$ cat src/rtl/regwr_irq_pkg.sv
package regwr_irq_pkg;

    localparam int OFFS_W_DEF = 8;
    localparam int DATA_W_DEF = 32;

    localparam int CTRL_OFS = 'h00;
    localparam int STAT_OFS = 'h04;
    localparam int DAT0_OFS = 'h08;
    localparam int DAT1_OFS = 'h0C;

    typedef enum logic [2:0] {
        SEL_CTRL = 3'd0,
        SEL_STAT = 3'd1,
        SEL_DAT0 = 3'd2,
        SEL_DAT1 = 3'd3,
        SEL_NONE = 3'd4
    } reg_sel_e;

    typedef struct packed {
        logic en;
        logic pend;
    } irq_state_t;

    function automatic logic is_data_sel(input reg_sel_e sel);
        return (sel == SEL_DAT0) || (sel == SEL_DAT1);
    endfunction

endpackage

$ cat src/rtl/regwr_irq_decode.sv
module regwr_irq_decode
    import regwr_irq_pkg::*;
#(
    parameter int OFFS_W = OFFS_W_DEF
) (
    input  logic [OFFS_W-1:0] offset,
    output reg_sel_e          sel
);
    localparam logic [OFFS_W-1:0] CTRL_A = OFFS_W'(CTRL_OFS);
    localparam logic [OFFS_W-1:0] STAT_A = OFFS_W'(STAT_OFS);
    localparam logic [OFFS_W-1:0] DAT0_A = OFFS_W'(DAT0_OFS);
    localparam logic [OFFS_W-1:0] DAT1_A = OFFS_W'(DAT1_OFS);

    always_comb begin
        if (offset == CTRL_A)      sel = SEL_CTRL;
        else if (offset == STAT_A) sel = SEL_STAT;
        else if (offset == DAT0_A) sel = SEL_DAT0;
        else if (offset == DAT1_A) sel = SEL_DAT1;
        else                       sel = SEL_NONE;
    end
endmodule

$ cat src/rtl/regwr_irq_flags.sv
module regwr_irq_flags
    import regwr_irq_pkg::*;
(
    input  logic       clk,
    input  logic       rst,
    input  logic       wr_stb,
    input  reg_sel_e   wr_sel,
    input  logic       wr_bit0,
    input  logic       wr_lane0,
    output irq_state_t state_q,
    output logic       irq_q
);
    irq_state_t state_n;

    always_comb begin
        state_n = state_q;
        if (wr_stb && wr_lane0) begin
            if (wr_sel == SEL_CTRL) state_n.en = wr_bit0;
            if (wr_sel == SEL_STAT && wr_bit0) state_n.pend = 1'b0;
            if (is_data_sel(wr_sel)) state_n.pend = 1'b1;
        end
    end

    always_ff @(posedge clk) begin
        if (rst) begin
            state_q <= '0;
            irq_q   <= 1'b0;
        end else begin
            state_q <= state_n;
            irq_q   <= state_n.en & state_n.pend;
        end
    end
endmodule

$ cat src/rtl/regwr_irq_rdmux.sv
module regwr_irq_rdmux
    import regwr_irq_pkg::*;
#(
    parameter int DATA_W = DATA_W_DEF
) (
    input  reg_sel_e          rd_sel,
    input  irq_state_t        state,
    output logic [DATA_W-1:0] rd_word
);
    always_comb begin
        rd_word = '0;
        case (rd_sel)
            SEL_CTRL: rd_word[0] = state.en;
            SEL_STAT: rd_word[0] = state.pend;
            default:  rd_word    = '0;
        endcase
    end
endmodule

$ cat src/rtl/regwr_irq_gen.sv
module regwr_irq_gen
    import regwr_irq_pkg::*;
#(
    parameter int OFFS_W = OFFS_W_DEF,
    parameter int DATA_W = DATA_W_DEF
) (
    input  logic                  clk,
    input  logic                  rst,
    input  logic                  wr_stb,
    input  logic [OFFS_W-1:0]     wr_offset,
    input  logic [DATA_W-1:0]     wr_data,
    input  logic [DATA_W/8-1:0]   wr_be,
    input  logic [OFFS_W-1:0]     rd_offset,
    output logic [DATA_W-1:0]     rd_data,
    output logic                  irq_o
);
    localparam int BE_W = DATA_W / 8;

    reg_sel_e   wr_sel;
    reg_sel_e   rd_sel;
    irq_state_t state_q;
    logic       en_q;
    logic       pend_q;
    logic       unused_hi;

    assign unused_hi = ^{wr_data[DATA_W-1:1], wr_be[BE_W-1:1]};

    regwr_irq_decode #(.OFFS_W(OFFS_W)) wr_dec_i (
        .offset (wr_offset),
        .sel    (wr_sel)
    );

    regwr_irq_decode #(.OFFS_W(OFFS_W)) rd_dec_i (
        .offset (rd_offset),
        .sel    (rd_sel)
    );

    regwr_irq_flags flags_i (
        .clk      (clk),
        .rst      (rst),
        .wr_stb   (wr_stb),
        .wr_sel   (wr_sel),
        .wr_bit0  (wr_data[0]),
        .wr_lane0 (wr_be[0]),
        .state_q  (state_q),
        .irq_q    (irq_o)
    );

    regwr_irq_rdmux #(.DATA_W(DATA_W)) rdmux_i (
        .rd_sel  (rd_sel),
        .state   (state_q),
        .rd_word (rd_data)
    );

    assign en_q   = state_q.en;
    assign pend_q = state_q.pend;
endmodule

$ cat config.mk
export PLATFORM = sky130hd
export DESIGN_NAME = regwr_irq_gen
export DESIGN_NICKNAME = d
export VERILOG_FILES = /design/src/rtl/regwr_irq_pkg.sv /design/src/rtl/regwr_irq_decode.sv /design/src/rtl/regwr_irq_flags.sv /design/src/rtl/regwr_irq_rdmux.sv /design/src/rtl/regwr_irq_gen.sv
export SDC_FILE = /design/constraint.sdc
export NUM_CORES = 1
export LEC_CHECK = 0
export BUFFER_PORTS_ARGS = -buffer_cell sky130_fd_sc_hd__buf_4
export CORE_UTILIZATION = 26
export DETAILED_ROUTE_END_ITERATION = 10
export HOLD_SLACK_MARGIN = 0.1
export PLACE_DENSITY = 0.85
export SLEW_MARGIN = 25
export SYNTH_ARGS = -nofsm -noshare
export SYNTH_HDL_FRONTEND = slang
export SYNTH_SLANG_ARGS = --single-unit
export TNS_END_PERCENT = 100
$ cat constraint.sdc
create_clock -name clk -period 3.5 [get_ports clk]
set_input_delay 0.525 -clock clk [delete_from_list [all_inputs] [get_ports clk]]
set_output_delay 0.525 -clock clk [all_outputs]
set_load 0.01 [all_outputs]
Word-level counts from Yosys, hierarchy flattened --
Cells that the tools add are included.
Cells by class: multiplexer cells 13, equality and inequality tests 10, reduce and logical (&&, ||, !) cells 7, bitwise operators 1
Operator list (number):
- equality test 8 x 4 -> 1 bit (second input constant) | 4
- two-way mux 3 bit | 8
- equality test 8 x 3 -> 1 bit (second input constant) | 2
- logical NOT 8 bit | 2
- equality test 3 x 1 -> 1 bit (second input constant) | 2
- equality test 3 x 2 -> 1 bit (second input constant) | 2
- logical NOT 3 bit | 2
- two-way mux 1 bit | 3
- logical AND 1 bit | 2
- two-way mux 2 bit | 1
- case mux 1 bit (2 select lines) | 1
- bitwise AND 1 bit | 1
- logical OR 1 bit | 1
Word-level totals: word-level logic and storage cells 34, output and inout bits 33, bits in registers 3, bits of input ports 55

Longest topological paths before layout --
word-level depth 11, mapped depth 3, mapped depth without buffers 3

Modules after synthesis --
From an unflattened synthesis, not the netlist that was laid out.
Second synthesis, totals: cell total of the unflattened synthesis 61, area, all modules 481.7 µm²
By module, submodules not included:
- regwr_irq_rdmux | area each 256.5 µm², sequential area each 0.0 µm², cells each 34, instances 1
- regwr_irq_flags | area each 160.2 µm², sequential area each 60.1 µm², cells each 17, instances 1
- regwr_irq_decode | area each 32.5 µm², sequential area each 0.0 µm², cells each 5, instances 2

Least setup slack after synthesis --
OpenSTA, ideal clock, no wires.
kind input to output, start in rd_offset[5], end out rd_data[0], required time 2975 ps, slack 1956 ps, arrival time 1019 ps, cell stages on the path 3, buffers on the path 0, cell sequence nor4_1 > nand2_1 > nor2_1
Between the ends: word-level cells in the longest chain between the ends 7, elaborated cells between the ends (all ways) 11, those cells by class 4 x eq/ne; 5 x mux; 2 x reduce/logical
RTL lines:
- start, declared | RTL line regwr_irq_gen.sv:13 | input logic [OFFS_W-1:0] rd_offset,
- equality test 8 x 4 -> 1 bit | RTL line regwr_irq_decode.sv:18 | else if (offset == DAT1_A) sel = SEL_DAT1;
- two-way mux 3 bit | RTL line regwr_irq_decode.sv:18
- two-way mux 3 bit | RTL line regwr_irq_decode.sv:17 | else if (offset == DAT0_A) sel = SEL_DAT0;
- two-way mux 3 bit | RTL line regwr_irq_decode.sv:16 | else if (offset == STAT_A) sel = SEL_STAT;
- two-way mux 3 bit (*) | RTL line regwr_irq_decode.sv:15 | if (offset == CTRL_A) sel = SEL_CTRL;
- equality test 3 x 1 -> 1 bit / logical NOT 3 bit (equally long branches) | RTL line regwr_irq_rdmux.sv:12 | case (rd_sel)
- case mux 1 bit (2 select lines) (*) | RTL line regwr_irq_rdmux.sv:12
- end, declared | RTL line regwr_irq_gen.sv:14 | output logic [DATA_W-1:0] rd_data,
Every way passes the cells marked *; elsewhere a longest branch is shown, timed or not.

Final worst setup path --
Same ends and word-level chain as after synthesis.

==> impl_metrics.py <==
metrics = {
    "sta": {
        "clock.fmax_mhz": 581,
        "holdWs_ns": 0.478,
        "report.final.slew_viol_count": 0,
        "finalHoldViolCount": 0,
        "rsz0062_at_grt": "no",
        "fin_crit_sh_pct": 49.2,
        "worst_slack_ns": 1.78,
        "timing.setup.tns_ns": 0,
        "period_needed_ns": 1.72,
        "finClkSkew_ns": 0.000627,
        "setup_violations": 0,
    },
    "finish": {
        "area_delta_synth_final_pct": 21.2,
        "fin_util_pct": 34.2,
        "fin_nets": 134,
        "fin_area_um2": 522,
        "drive_above_1_share_pct": 35.9,
        "multi_input_area_um2": 250,
        "register_area_um2": 60.1,
        "final_cells": 94,
        "antennaDiodeCount": 0,
        "nFillCells": 166,
    },
    "drt": {
        "dr.max_layer_used": "met4",
        "firstDrtPassIters": 4,
        "wl_per_cell_um": 8.13,
        "wl_met3_um": 94,
        "via_count": 375,
        "drt-total-wl_um": 764,
        "wl_met1_um": 214,
        "ant_nets": 0,
        "drt-initial-drc-count": 3,
        "wl_met2_um": 437,
        "drc": 0,
        "vias_per_cell": 3.99,
    },
    "grt": {
        "grt-ovfl-total": 0,
        "grt_pass1_vias": 309,
        "grt_pass1_wl_um": 1070,
        "antenna_found_initial": 0,
        "grt_max_degree": 4,
        "track_usage_pct": 7.71,
    },
    "floorplanning": {
        "io_pins": 88,
        "die_width_um": 42.7,
        "die_h_um": 42.7,
        "rows": 14,
        "dieArea_um2": 1820,
        "start_util_pct": 28.2,
        "coreArea_um2": 1520,
    },
    "clocking": {
        "post_cts_resized": 0,
        "postCtsHoldBufs": 0,
        "tritoncts": "done",
        "clk_latency_ns": 0.23,
        "cts_buffer_depth": 2,
        "postCtsSetupBuffers": 0,
        "cts.htree.levels": 1,
        "clock_tree.root_cell": "clkbuf_4",
        "cts_sinks": 3,
        "clk_pin_slew_ns": 0.04,
        "cts_inserted_buffers": 3,
    },
    "place": {
        "hpwl_um": 685,
        "dp_cells": 90,
        "gp_congestion": 0.731,
        "dp_slack_ns": 1.76,
        "io_buffers": 22,
        "dpl-instance-area_um2": 495,
    },
    "setup_path": {
        "criticalPathCategory": "in -> out",
        "critical_path.endpoint": "rd_data[0]",
        "r2r-end": "flags_i.irq_q$_SDFF_PP0_",
        "worstRegToRegCells": 2,
        "critPathLaunchType": "primary input",
        "cp_cell_sequence": "buf_4, nor4_1, nand2_1, nor2_1, buf_4",
        "crit_top_cell": "buf_4",
        "reg2reg_from": "flags_i.state_q[1]$_SDFF_PP0_",
        "crit_path_max_fanout": 1,
        "startpoint": "rd_offset[5]",
        "cpPeakStageDelay_ns": 0.25,
        "arrival_ns": 1.20,
        "crit_slowest_cell": "nor4_1",
        "ff2ff_setup_slack_ns": 2.72,
        "required_ns": 2.97,
        "worstSetupEndpointType": "output port",
    },
    "hold_path": {
        "min_path_type": "in -> reg",
    },
    "synthesis": {
        "avgSynthCellArea_um2": 8.12,
        "synth_warnings": 0,
        "ys_seq_elements": 3,
        "syn_area_um2": 430,
        "synth_cells": 53,
        "synth_cell_types": 17,
        "ys_seq_area_share_pct": 14.0,
    },
    "power": {
        "ir_worst_vdd_v": 0.0000912,
        "power.density_nw_per_um2": 253,
        "totalPowerFinal_uw": 132,
        "p_leak_nw": 0.270,
    },
    "flow_run": {
        "maxCapViolations": 0,
    },
    "outcome": {
        "outcome": "complete, no violations",
    },
}
final cells by class:
| type | instances | share of cell area [%] |
|---|---|---|
| Multi-Input combinational cell | 49 | 48.0 |
| Timing Repair Buffer | 22 | 31.7 |
| Sequential cell | 3 | 11.5 |
| Clock buffer | 4 | 5.04 |
| Tap cell | 16 | 3.84 |
power by group:
group	switching [mW]	internal, mW	total, mW
clock	0.0165	0.0426	0.0592
combinational	0.0220	0.0163	0.0384
sequential	0.0000221	0.0344	0.0344
total	0.0386	0.0934	0.132
critical path, delay by kind of cell:
family / cells / cell delay [ns]
buf+inv: 2 / 0.24
simple gates: 3 / 0.44
worst min path at each step:
stage | start | endpoint | slack [ns] | depth (start not counted)
detailed placement | flags_i.state_q[1]$_SDFF_PP0_ | flags_i.state_q[1]$_SDFF_PP0_ | 0.48 | 2
floorplan | flags_i.state_q[1]$_SDFF_PP0_ | flags_i.state_q[1]$_SDFF_PP0_ | 0.44 | 2
finish | rst | flags_i.state_q[1]$_SDFF_PP0_ | 0.48 | 2
CTS | rst | flags_i.state_q[0]$_SDFF_PP0_ | 0.47 | 2
global placement | flags_i.state_q[1]$_SDFF_PP0_ | flags_i.state_q[1]$_SDFF_PP0_ | 0.47 | 2
global route | rst | flags_i.state_q[0]$_SDFF_PP0_ | 0.48 | 2
synth_stat cells:
cell type / n / share of area, %
a21oi_1: 2 / 2.3
a221oi_1: 1 / 2.0
buf_4: 31 / 54
conb_1: 1 / 0.87
dfxtp_1: 3 / 14
mux2i_1: 1 / 2.3
nand2_1: 2 / 1.7
nand3_1: 1 / 1.2
nand4_1: 1 / 1.5
nand4bb_1: 1 / 2.6
nor2_1: 2 / 1.7
nor3_1: 1 / 1.2
nor4_1: 2 / 2.9
nor4bb_1: 1 / 2.3
o31ai_2: 1 / 2.9
o41ai_2: 1 / 3.8
or4_4: 1 / 2.6
layout by cell type (no fill, tap or decap), drive strengths merged:
cell type	n
conb	31
o31ai	1
dfxtp	3
nand3	1
mux2i	1
a221oi	1
nand2	2
nor4	2
nand4	1
buf	22
nand4bb	1
or4	1
o41ai	1
clkbuf	4
nor4bb	1
nor2	2
nor3	1
a21oi	2
registers in the layout, indices dropped and copies added, names as in the netlist:
register / cells
flags_i.state_q: 2
flags_i.irq_q: 1
routing by layer:
layer / vias to the layer above / global-route usage (%)
li1: 172 / -
met1: 166 / 6.22
met2: 35 / 15.8
met3: 2 / 0.426
met4: 0 / 6.88
met5: - / 0
cells by family (layout without fill, tap and decap cells):
| group | Yosys count | in the layout | synth area share [%] |
|---|---|---|---|
| AO/OA/AOI/OAI | 5 | 5 | 11.0 |
| buffers and inverters | 31 | 26 | 54.1 |
| flip-flops | 3 | 3 | 14.0 |
| multiplexers | 1 | 1 | 2.33 |
| other | 1 | 31 | 0.871 |
| AND/OR/NAND/NOR | 12 | 12 | 17.7 |
Power figures use the tool's default switching activity.
